[src/rtl/spo_pkg.sv]
package spo_pkg;
  localparam int DATA_W = 16;
  localparam int RSSI_W = 12;

  typedef struct packed {
    logic              src;
    logic [DATA_W-1:0] i_w;
    logic [DATA_W-1:0] q_w;
    logic [RSSI_W-1:0] rssi;
  } grp_t;

  typedef enum logic [1:0] {
    W_I = 2'd0,
    W_Q = 2'd1,
    W_G = 2'd2
  } word_e;
endpackage

[src/rtl/spo_clkgen.sv]
module spo_clkgen #(
  parameter int DIV_W  = 2,
  parameter int SYNC_N = 2
) (
  input  logic             clk_i,
  input  logic             rst_ni,
  input  logic             master_i,
  input  logic [DIV_W-1:0] div_sel_i,
  input  logic             pclk_i,
  output logic             pclk_o,
  output logic             pclk_oe_o,
  output logic             rise_o,
  output logic             fall_o,
  output logic             both_o
);
  localparam int CNT_W = (1 << DIV_W) - 1;

  logic [CNT_W:0]   n_val, half;
  logic [CNT_W:0]   lim_w;
  logic [CNT_W-1:0] lim, cnt_q, cnt_nxt;
  logic             pclk_q, oe_q;
  logic             m_rise, m_fall, s_rise, s_fall, div1;
  logic [SYNC_N:0]  sync_q;

  always_comb begin
    n_val   = (CNT_W+1)'(1) << div_sel_i;
    half    = n_val >> 1;
    lim_w   = n_val - (CNT_W+1)'(1);
    lim     = lim_w[CNT_W-1:0];
    div1    = (div_sel_i == '0);
    cnt_nxt = (cnt_q == lim) ? '0 : cnt_q + 1'b1;
    m_rise  = (cnt_q == lim);
    m_fall  = div1 || ({1'b0, cnt_q} == (half - (CNT_W+1)'(1)));
    s_rise  = sync_q[SYNC_N-1] & ~sync_q[SYNC_N];
    s_fall  = ~sync_q[SYNC_N-1] & sync_q[SYNC_N];
  end

  always_ff @(posedge clk_i or negedge rst_ni) begin
    if (!rst_ni) begin
      cnt_q  <= '0;
      pclk_q <= 1'b0;
      oe_q   <= 1'b0;
      sync_q <= '0;
    end else begin
      cnt_q  <= cnt_nxt;
      pclk_q <= ({1'b0, cnt_nxt} < half);
      oe_q   <= master_i;
      sync_q <= {sync_q[SYNC_N-1:0], pclk_i};
    end
  end

  // divide-by-one forwards the core clock itself
  assign pclk_o    = oe_q ? (div1 ? clk_i : pclk_q) : 1'b0;
  assign pclk_oe_o = oe_q;
  assign rise_o    = master_i ? m_rise : s_rise;
  assign fall_o    = master_i ? m_fall : s_fall;
  assign both_o    = master_i && div1;

  // with a divisor above one, rising strobes are never back to back
  a_r1_rise_spacing: assert property (@(posedge clk_i) disable iff (!rst_ni)
    (master_i && !div1 && rise_o) |=> (!rise_o || !$stable(div_sel_i) || !$stable(master_i)));

  // a slave rising strobe is followed by a quiet cycle
  a_r10_slave_edge: assert property (@(posedge clk_i) disable iff (!rst_ni)
    (!master_i && rise_o) |=> (!rise_o || !$stable(master_i)));
endmodule

[src/rtl/spo_grp_fifo.sv]
module spo_grp_fifo
  import spo_pkg::*;
#(
  parameter int DEPTH = 2,
  parameter int CNT_W = $clog2(DEPTH + 1)
) (
  input  logic             clk_i,
  input  logic             rst_ni,
  input  logic             push_i,
  input  grp_t             grp_i,
  input  logic             pop_i,
  output grp_t             head_o,
  output logic [CNT_W-1:0] cnt_o,
  output logic [CNT_W-1:0] cnt_nxt_o,
  output logic             ovf_o
);
  localparam int PTR_W = (DEPTH > 1) ? $clog2(DEPTH) : 1;

  grp_t             mem [DEPTH];
  logic [PTR_W-1:0] wr_q, rd_q;
  logic [CNT_W-1:0] cnt_q, cnt_nxt;
  logic             accept, ovf_q;

  function automatic logic [PTR_W-1:0] ptr_inc(input logic [PTR_W-1:0] p);
    return (p == PTR_W'(DEPTH - 1)) ? '0 : p + 1'b1;
  endfunction

  always_comb begin
    accept  = push_i && ((cnt_q != CNT_W'(DEPTH)) || pop_i);
    cnt_nxt = cnt_q + CNT_W'(accept) - CNT_W'(pop_i);
  end

  always_ff @(posedge clk_i or negedge rst_ni) begin
    if (!rst_ni) begin
      wr_q  <= '0;
      rd_q  <= '0;
      cnt_q <= '0;
      ovf_q <= 1'b0;
    end else begin
      cnt_q <= cnt_nxt;
      if (accept) wr_q <= ptr_inc(wr_q);
      if (pop_i)  rd_q <= ptr_inc(rd_q);
      if (push_i && !accept) ovf_q <= 1'b1;
    end
  end

  always_ff @(posedge clk_i) begin
    if (accept) mem[wr_q] <= grp_i;
  end

  assign head_o    = mem[rd_q];
  assign cnt_o     = cnt_q;
  assign cnt_nxt_o = cnt_nxt;
  assign ovf_o     = ovf_q;


  a_r9_ovf_sticky: assert property (@(posedge clk_i) disable iff (!rst_ni)
    ovf_q |=> ovf_q);
  a_r9_pop_nonempty: assert property (@(posedge clk_i) disable iff (!rst_ni)
    pop_i |-> (cnt_q != '0));
endmodule

[src/rtl/spo_shifter.sv]
module spo_shifter
  import spo_pkg::*;
#(
  parameter int CNT_W = 2
) (
  input  logic              clk_i,
  input  logic              rst_ni,
  input  logic              rise_i,
  input  logic              fall_i,
  input  logic              both_i,
  input  logic              ack_i,
  input  grp_t              head_i,
  input  logic [CNT_W-1:0]  cnt_i,
  input  logic [CNT_W-1:0]  cnt_nxt_i,
  output logic              pop_o,
  output logic              req_o,
  output logic [DATA_W-1:0] data_o,
  output logic [1:0]        ch_o,
  output logic              iq_o
);
  word_e             widx_q;
  logic              ack_q, ack_use, shift, req_q, iq_q;
  logic [DATA_W-1:0] data_q;
  logic [1:0]        ch_q;

  // at divide-by-one the falling edge falls inside the same core cycle
  assign ack_use = both_i ? ack_i : ack_q;
  assign shift   = rise_i && ack_use && (cnt_i != '0);
  assign pop_o   = shift && (widx_q == W_G);

  always_ff @(posedge clk_i or negedge rst_ni) begin
    if (!rst_ni) begin
      widx_q <= W_I;
      ack_q  <= 1'b0;
      req_q  <= 1'b0;
      data_q <= '0;
      ch_q   <= '0;
      iq_q   <= 1'b0;
    end else begin
      if (fall_i) ack_q <= ack_i;
      if (rise_i) req_q <= (cnt_nxt_i != '0);
      if (shift) begin
        unique case (widx_q)
          W_I: begin
            data_q <= head_i.i_w;
            ch_q   <= {1'b0, head_i.src};
            iq_q   <= 1'b1;
            widx_q <= W_Q;
          end
          W_Q: begin
            data_q <= head_i.q_w;
            ch_q   <= {1'b0, head_i.src};
            iq_q   <= 1'b0;
            widx_q <= W_G;
          end
          default: begin
            data_q <= {{(DATA_W-RSSI_W){1'b0}}, head_i.rssi};
            ch_q   <= {1'b1, head_i.src};
            iq_q   <= 1'b0;
            widx_q <= W_I;
          end
        endcase
      end
    end
  end

  assign req_o  = req_q;
  assign data_o = data_q;
  assign ch_o   = ch_q;
  assign iq_o   = iq_q;

  // bus only moves on a rising port edge
  a_r4_bus_hold: assert property (@(posedge clk_i) disable iff (!rst_ni)
    !rise_i |=> ($stable(data_o) && $stable(ch_o) && $stable(iq_o)));

  a_r3_req_on_rise: assert property (@(posedge clk_i) disable iff (!rst_ni)
    !rise_i |=> $stable(req_o));

  a_r7_iq_not_gain: assert property (@(posedge clk_i) disable iff (!rst_ni)
    iq_o |-> !ch_o[1]);

  a_r8_rssi_pad: assert property (@(posedge clk_i) disable iff (!rst_ni)
    ch_o[1] |-> (data_o[DATA_W-1:RSSI_W] == '0));
endmodule

[src/rtl/sample_out_port.sv]
module sample_out_port
  import spo_pkg::*;
#(
  parameter int DIV_W     = 2,
  parameter int GRP_DEPTH = 2,
  parameter int SYNC_N    = 2
) (
  input  logic              clk_i,
  input  logic              rst_ni,
  input  logic              master_i,
  input  logic [DIV_W-1:0]  div_sel_i,
  input  logic              pclk_i,
  output logic              pclk_o,
  output logic              pclk_oe_o,
  input  logic              ack_i,
  input  logic              grp_valid_i,
  input  logic              grp_src_i,
  input  logic [DATA_W-1:0] grp_i_i,
  input  logic [DATA_W-1:0] grp_q_i,
  input  logic [RSSI_W-1:0] grp_rssi_i,
  output logic              req_o,
  output logic [DATA_W-1:0] data_o,
  output logic [1:0]        ch_o,
  output logic              iq_o,
  output logic              ovf_o
);
  localparam int CNT_W = $clog2(GRP_DEPTH + 1);

  logic             rise, fall, both, pop;
  grp_t             grp_in, head;
  logic [CNT_W-1:0] cnt, cnt_nxt;

  assign grp_in = '{src: grp_src_i, i_w: grp_i_i, q_w: grp_q_i, rssi: grp_rssi_i};

  spo_clkgen #(.DIV_W(DIV_W), .SYNC_N(SYNC_N)) u_clkgen (
    .clk_i, .rst_ni, .master_i, .div_sel_i, .pclk_i,
    .pclk_o, .pclk_oe_o,
    .rise_o(rise), .fall_o(fall), .both_o(both)
  );

  spo_grp_fifo #(.DEPTH(GRP_DEPTH), .CNT_W(CNT_W)) u_fifo (
    .clk_i, .rst_ni,
    .push_i(grp_valid_i), .grp_i(grp_in), .pop_i(pop),
    .head_o(head), .cnt_o(cnt), .cnt_nxt_o(cnt_nxt), .ovf_o
  );

  spo_shifter #(.CNT_W(CNT_W)) u_shift (
    .clk_i, .rst_ni,
    .rise_i(rise), .fall_i(fall), .both_i(both), .ack_i,
    .head_i(head), .cnt_i(cnt), .cnt_nxt_i(cnt_nxt),
    .pop_o(pop), .req_o, .data_o, .ch_o, .iq_o
  );


  a_r2_slave_no_drive: assert property (@(posedge clk_i) disable iff (!rst_ni)
    !master_i |=> !pclk_oe_o);
endmodule

[config.mk]
export PLATFORM = sky130hd
export DESIGN_NAME = sample_out_port
export DESIGN_NICKNAME = d
export VERILOG_FILES = /design/src/rtl/spo_pkg.sv /design/src/rtl/spo_clkgen.sv /design/src/rtl/spo_grp_fifo.sv /design/src/rtl/spo_shifter.sv /design/src/rtl/sample_out_port.sv
export SDC_FILE = /design/constraint.sdc
export NUM_CORES = 1
export LEC_CHECK = 0
export ABC_AREA = 0
export ABC_CLOCK_PERIOD_IN_PS = 7400
export BUFFER_PORTS_ARGS = -buffer_cell sky130_fd_sc_hd__buf_2
export CORE_ASPECT_RATIO = 1.25
export CORE_MARGIN = 1
export CORE_UTILIZATION = 35
export CTS_BUF_LIST = sky130_fd_sc_hd__clkbuf_8 sky130_fd_sc_hd__clkbuf_16
export CTS_CLUSTER_DIAMETER = 80
export DETAILED_ROUTE_END_ITERATION = 7
export GPL_ROUTABILITY_DRIVEN = 0
export HOLD_SLACK_MARGIN = 0.06
export SYNTH_ARGS = -nofsm -noshare
export SYNTH_HDL_FRONTEND = slang
export SYNTH_HIERARCHICAL = 1
export SYNTH_SLANG_ARGS = --single-unit
export TNS_END_PERCENT = 50
[constraint.sdc]
create_clock -name clk_i -period 7.4 [get_ports clk_i]
set_input_delay 1.48 -clock clk_i [delete_from_list [all_inputs] [get_ports clk_i]]
set_output_delay 1.48 -clock clk_i [all_outputs]
set_load 0.01 [all_outputs]
==> flow_summary_export.csv, run 1 <==
group,metric,value,unit
synthesis,yosysSeqAreaShare,66.3,%
routing,routed_wire_per_std_cell,16.1,um
clock_network,cts_resized,0,
synthesis,synth_enable_flop_cells,90,
run,maxCapViolCount,0,
outcome,status,"finished clean",
synthesis,netlist.area_leader.share,50.0,%
grt,grt_use_total,13.1,%
floorplanning,chipHeight,141,um
grt,grt-ovfl-total,0,
floorplanning,design.portCount,76,
timing,timing_worst_slew_pin_value,1110,ps
timing,tns,0,ps
place,dp.final_hpwl,6230,um
synthesis,ys_ff_latch,125,
worst_hold_path,holdCritPathClass,"reg -> reg",
pwr,switching_share,28.9,%
routing,first_iter_violations,106,
cells_and_area,num_antenna_cells,0,
routing,post_route_drc_violation_count,0,
timing,finalMaxSlewViolations,0,
clock_network,worst_skew_pair.late_latency,520,ps
setup_path,arrival,4270,ps
place,place.detailed.instances,559,
synthesis,synth_async_sr_flop_share,28.0,%
floorplanning,design.die.area,15900,um2
timing,final_hold_viol_count,0,
setup_path,cp_data_required_time,5920,ps
pwr,pwr_density_cell,409,nW/um2
grt,grt_pass1_vias,3079,
pwr,seq_power_share,40.6,%
synthesis,synth_top_cells_by_area,"edfxtp_1 50%, dfrtp_1 16%, mux2_4 13%, mux2i_1 3.3%, mux2_2 2.9%",
timing,fin_skew,6.67,ps
cells_and_area,postLayoutCoreUtil,43.5,%
floorplanning,die_w,113,um
pwr,clockPowerShare,30.0,%
pwr,internal_power,1.90,mW
cells_and_area,share_of_layout_cells_above_drive_strength_1,42.6,%
pwr,vdd.ir_drop.worst,223,uV
place,port_buffers,75,
cells_and_area,instances_no_fill,593,
cells_and_area,layout-area-overhead-vs-synth,20.9,%
grt,grt_max_degree,47,
pwr,power.switching,0.773,mW
synthesis,yosysWarningCount,6,
floorplanning,rows,50,
timing,rsz0062_at_grt,"no",
clock_network,cts.repair_timing.setup_buffer_count,0,
clock_network,hold_buffers,0,
synthesis,post_synth_instance_area,5400,um2
synthesis,postSynthAreaPerCell,17.4,um2
synthesis,netlist.top_cell.by_area,"edfxtp_1",
setup_path,crit_path_max_fanout,2,
timing,report.final.setup_viol,0,
floorplanning,initial_core_util,36.0,%
synthesis,synth_cell_types,41,
clock_network,tritoncts,"yes",
setup_path,worst_setup_path_start_kind,"clock port",
pwr,leakage,2.67,nW
setup_path,endpoint_kind,"output pin",
routing,drt-total-wl,9570,um
cells_and_area,finalNetCount,463,
cells_and_area,fillers,1381,
grt,first_pass_grt_wire_length,15400,um
routing,vias,2829,
clock_network,clk_transition_reported_paths,50,ps
routing,routed_via_density,4.77,
routing,dr.pass1.iters,4,
pwr,power.combinational.fraction,29.5,%
cells_and_area,stdcell_area,6530,um2
place,placedInstanceArea,5940,um2
synthesis,syn_nets,374,
grt,number_of_antenna_violations_at_the_first_check_in_global_routing,0,
floorplanning,coreArea,15000,um2
setup_path,path_class,"clk -> out",
synthesis,synth_cells,310,
synthesis,dominantRegCellSynth,"edfxtp_1",
routing,final_antenna_net_count,0,
timing,relSlewSlack,26.2,%
## critical path, stage by stage
cell and delay (ps):
clkbuf_16 120, clkbuf_16 130, mux2i_1 130, nor2b_1 60, buf_2 130
## kinds of logic after synthesis
| family | count (synthesis) | synth area share, % |
|---|---|---|
| compound gates | 33 | 3.87 |
| xor+xnor | 9 | 1.60 |
| fa+ha+maj | 11 | 2.55 |
| buf+inv | 18 | 2.34 |
| flops | 125 | 66.3 |
| mux | 80 | 19.7 |
| simple gates | 34 | 3.64 |
## routing by layer
layer  share of wire, %  routed length, um  up-vias  GRT usage (%)
met5                  0                  0        -              0
met4                3.4                327        0           8.59
li1                   -                  -     1344              -
met1                 40               3840     1392           14.3
met2                 52               5000       70           21.9
met3                4.1                394       23           4.26
## power by group through the flow
stage	logic [mW]	registers, mW	clock network, mW
floorplan	0.614	1.08	0.00432
global placement	0.787	1.09	0.00589
detailed placement	0.802	1.10	0.00589
CTS	0.805	1.09	0.816
global route	0.863	1.11	0.853
finish	0.787	1.08	0.800
## worst paths after layout
kind | start | slack (ps) | cells after the start | end
worst max-delay path | clk_i | 1650 | 5 | pclk_o
worst min-delay path | u_clkgen/sync_q[0]$_DFF_PN0_ | 360 | 0 | u_clkgen/sync_q[1]$_DFF_PN0_
worst max register to register | u_clkgen/cnt_q[1]$_DFF_PN0_ | 3830 | 8 | u_fifo/mem[1][38]$_DFFE_PP_
worst min register to register | u_clkgen/sync_q[0]$_DFF_PN0_ | 360 | 0 | u_clkgen/sync_q[1]$_DFF_PN0_
max in group asynchronous | rst_ni | 5750 | 1 | u_fifo/rd_q$_DFFE_PN0P_
min in group asynchronous | rst_ni | 1070 | 1 | u_shift/data_o[14]$_DFFE_PN0P_
## synthesized netlist by cell type, types with 2 or more instances
master / count
edfxtp_1: 90
nand2b_1: 3
inv_1: 7
xnor2_1: 5
and3_1: 3
a21oi_1: 4
ha_1: 11
o41ai_1: 4
buf_6: 5
dfrtp_1: 35
nor2_1: 4
o21ai_0: 16
mux2_4: 47
mux2_2: 14
xor2_1: 3
clkbuf_1: 3
nand2_1: 14
mux2i_1: 18
a31oi_1: 2
## placed cells by master, fill, tap and decap left out, types with 2 or more instances in the layout
master     count
and3_1         2
clkinv_1       2
buf_4          3
ha_1          11
dfrtp_1       34
o21ai_0       16
clkinv_2       6
a31oi_1        2
mux2i_1       18
xnor2_1        5
clkbuf_16     20
inv_1         11
nand2_1       14
mux2_2        14
a21oi_1        4
nand2b_1       3
xor2_1         3
o41ai_1        4
buf_2         75
nor2_1         3
mux2_4        47
edfxtp_1      90
## registers in the layout, summed over array words and instances (netlist names), 2 cells and up
register,flops
u_fifo/mem,90
u_shift/ch_o,2
u_fifo/cnt_o,2
u_shift/widx_q,2
u_clkgen/cnt_q,3
u_shift/data_o,16
u_clkgen/sync_q,3
## layout make-up
class | count | area (um2) | area share [%]
inverters | 7 | 26.3 | 0.403
clock inverters | 14 | 90.1 | 1.38
flip-flops and latches | 125 | 3580 | 54.9
multi-input cells | 167 | 1700 | 26.1
repair buffers | 77 | 393 | 6.02
clock buffers | 21 | 505 | 7.75
well taps | 182 | 228 | 3.49
## stage by stage
stage / power [mW] / setup WS, ps / hold slack, ps
finish: 2.67 / 1650 / 358
global route: 2.82 / 1590 / 369
CTS: 2.71 / 1640 / 366
detailed placement: 1.91 / 1930 / 341
global placement: 1.88 / 1930 / 343
floorplan: 1.70 / 1790 / 331
No activity file was read; power rests on OpenSTA's default activity.
==> inputs of run 2 (changes only) <==
--- a/config.mk
+++ b/config.mk
@@ -5,8 +5,8 @@
 export SDC_FILE = /design/constraint.sdc
 export NUM_CORES = 1
 export LEC_CHECK = 0
-export ABC_AREA = 0
-export ABC_CLOCK_PERIOD_IN_PS = 7400
+export ABC_AREA = 1
+export ABC_CLOCK_PERIOD_IN_PS = 5200
 export BUFFER_PORTS_ARGS = -buffer_cell sky130_fd_sc_hd__buf_2
 export CORE_ASPECT_RATIO = 1.25
 export CORE_MARGIN = 1
==> constraint.sdc (replaced) <==
create_clock -name clk_i -period 5.2 [get_ports clk_i]
set_input_delay 1.04 -clock clk_i [delete_from_list [all_inputs] [get_ports clk_i]]
set_output_delay 1.04 -clock clk_i [all_outputs]
set_load 0.01 [all_outputs]
==> run 2 against run 1 <==
Effect of this change:
- register-to-register slack worse by 1800 ps
- hold slack lost 3.7 ps
- clock skew rose by 3.8 ps
- design area is 1.2% higher
==> flow_summary_export.csv, run 2 <==
group,metric,value,unit
run,maxCapViolCount,0,
clock_network,worst_skew_pair.late_latency,530,ps
synthesis,synth.top_cells.by_count,"122 x nand2_1, 90 x edfxtp_1, 39 x mux2_4, 35 x dfrtp_1, 27 x nand3_1",
clock_network,tritoncts,"yes",
cells_and_area,largest_reg_flops,90,
setup_path,critical-path-top-delay-family,"buffers and inverters",
routing,routed_wire_per_std_cell,14.9,um
grt,grt_pass1_vias,3550,
floorplanning,die_w,114,um
pwr,pwr_density_cell,573,nW/um2
synthesis,netlist.top_cell.by_area,"edfxtp_1",
cells_and_area,instances_no_fill,719,
cells_and_area,finalNetCount,562,
synthesis,synth_enable_flop_cells,90,
synthesis,ys_ff_latch,125,
timing,tns,0,ps
cells_and_area,layout_commonest_cell,"nand2_1",
routing,dr_wl_met3,446,um
setup_path,max_incr_delay_on_cp,130,ps
routing,drt-total-wl,10700,um
timing,timing_worst_slew_pin_value,904,ps
timing,rsz0062_at_grt,"no",
routing,dr_wl_met2,5760,um
clock_network,cts_resized,0,
setup_path,path_class,"clk -> out",
pwr,leakage,2.93,nW
setup_path,worst-path-buf-inv,3,
timing,finalMaxSlewViolations,0,
synthesis,syn_nets,475,
clock_network,clk_transition_reported_paths,50,ps
setup_path,arrival,3120,ps
cells_and_area,layout.cells.most_common_list,"122 x nand2_1, 90 x edfxtp_1, 75 x buf_2",
grt,grt_use_total,14.5,%
floorplanning,chipHeight,142,um
timing,relSlewSlack,39.7,%
floorplanning,design.portCount,76,
cells_and_area,top_register,"u_fifo/mem",
setup_path,worst_path_max_delay_cell,"clkbuf_16",
setup_path,endpoint_kind,"output pin",
routing,vias,3214,
setup_path,crit_path_max_fanout,2,
floorplanning,design.die.area,16200,um2
synthesis,synth_top_cells_by_area,"edfxtp_1 49%, dfrtp_1 16%, mux2_4 11%, nand2_1 8.4%, ha_1 2.5%",
floorplanning,initial_core_util,36.2,%
synthesis,dominantRegCellSynth,"edfxtp_1",
timing,fin_skew,10.5,ps
setup_path,worst_setup_path_start_kind,"clock port",
routing,wl_met1,4350,um
routing,final_antenna_net_count,0,
outcome,status,"finished clean",
timing,final_hold_viol_count,0,
cells_and_area,layout-area-overhead-vs-synth,20.4,%
place,port_buffers,75,
timing,report.final.setup_viol,0,
synthesis,synthMostInstantiatedCell,"nand2_1",
synthesis,postSynthAreaPerCell,13.3,um2
clock_network,cts.repair_timing.setup_buffer_count,0,
routing,dr.pass1.iters,4,
pwr,vdd.ir_drop.worst,255,uV
setup_path,cp_data_required_time,4160,ps
synthesis,synth_cell_types,28,
synthesis,yosysWarningCount,6,
worst_hold_path,holdCritPathClass,"reg -> reg",
setup_path,critical_path.cell_chain,"clkbuf_16, clkbuf_16, nor2_1, nor2_1, buf_2",
synthesis,post_synth_instance_area,5480,um2
place,place.detailed.instances,684,
routing,routed_via_density,4.47,
floorplanning,rows,50,
cells_and_area,fillers,1450,
floorplanning,coreArea,15100,um2
grt,number_of_antenna_violations_at_the_first_check_in_global_routing,0,
routing,first_iter_violations,167,
timing,post-route-worst-setup-slack,1040,ps
cells_and_area,num_antenna_cells,0,
routing,post_route_drc_violation_count,0,
synthesis,synth_cells,411,
clock_network,hold_buffers,0,
routing,topRoutingLayerUsed,"met4",
grt,first_pass_grt_wire_length,17400,um
timing,fin_hold_ws,354,ps
synthesis,synth_async_sr_flop_share,28.0,%
synthesis,yosysSeqAreaShare,65.3,%
place,dp.final_hpwl,7000,um
place,post-place-ws,971,ps
grt,grt_max_degree,46,
synthesis,netlist.area_leader.share,49.3,%
cells_and_area,share_of_layout_cells_above_drive_strength_1,32.9,%
grt,grt-ovfl-total,0,
[run 2: changes by cell type after synthesis, sizes merged, moves of 3 or more]
cell	before	now
nand3	0	29
inv	7	27
nand2b	3	0
mux2i	19	0
nor2	5	15
clkbuf	3	0
mux2	61	45
nand2	14	126
buf	8	15
and3	3	0
o21ai	18	8
xnor2	6	1
o41ai	4	0
[run 2: power by group]
part / total, mW / switching, mW / internal, mW
sequential: 1.54 / 0.169 / 1.37
combinational: 1.07 / 0.581 / 0.489
clock: 1.17 / 0.418 / 0.752
total: 3.78 / 1.17 / 2.61
[run 2: area by class of cell]
| cell class | count | area, um2 | share of cell area (%) |
|---|---|---|---|
| timing repair buffer | 79 | 408 | 6.18 |
| tap | 208 | 260 | 3.94 |
| clock inverter | 14 | 91.3 | 1.38 |
| inverter | 27 | 101 | 1.54 |
| clock buffer | 22 | 519 | 7.87 |
| multi-input combinational | 244 | 1640 | 24.9 |
| sequential | 125 | 3580 | 54.2 |
[run 2: cell families after synthesis]
group / after synthesis / synth area share (%)
AOI/OAI and AO/OA: 13 / 1.39
xor gates and xnor gates: 5 / 0.799
adders and majority gates: 11 / 2.51
buffers and inverters: 42 / 4.97
DFF: 125 / 65.3
muxes: 45 / 11.9
and+or+nand+nor: 170 / 13.1
[run 2: worst paths after layout]
check | startpoint | end | slack (ps) | depth (start not counted)
setup / recovery | clk_i | pclk_o | 1040 | 5
hold / removal | u_clkgen/sync_q[0]$_DFF_PN0_ | u_clkgen/sync_q[1]$_DFF_PN0_ | 350 | 0
setup reg to reg | u_clkgen/cnt_q[1]$_DFF_PN0_ | u_fifo/mem[0][37]$_DFFE_PP_ | 2070 | 15
hold reg to reg | u_clkgen/sync_q[0]$_DFF_PN0_ | u_clkgen/sync_q[1]$_DFF_PN0_ | 350 | 0
max in group asynchronous | rst_ni | u_fifo/rd_q$_DFFE_PN0P_ | 4030 | 1
min in group asynchronous | rst_ni | u_fifo/cnt_o[1]$_DFF_PN0_ | 610 | 1
[run 2: through the flow]
step	utilization, %	total power, mW	instance area (um2)
floorplan	-	2.41	5480
global placement	39.6	2.63	6000
detailed placement	39.6	2.66	6000
CTS	43.6	3.84	6600
global route	43.6	4.02	6600
finish	43.6	3.78	6600
[run 2: routing by layer]
layer  GRT usage [%]  up-vias
li1                -     1572
met1            15.3     1549
met2            25.8       75
met3            4.60       18
met4            7.66        0
met5               0        -
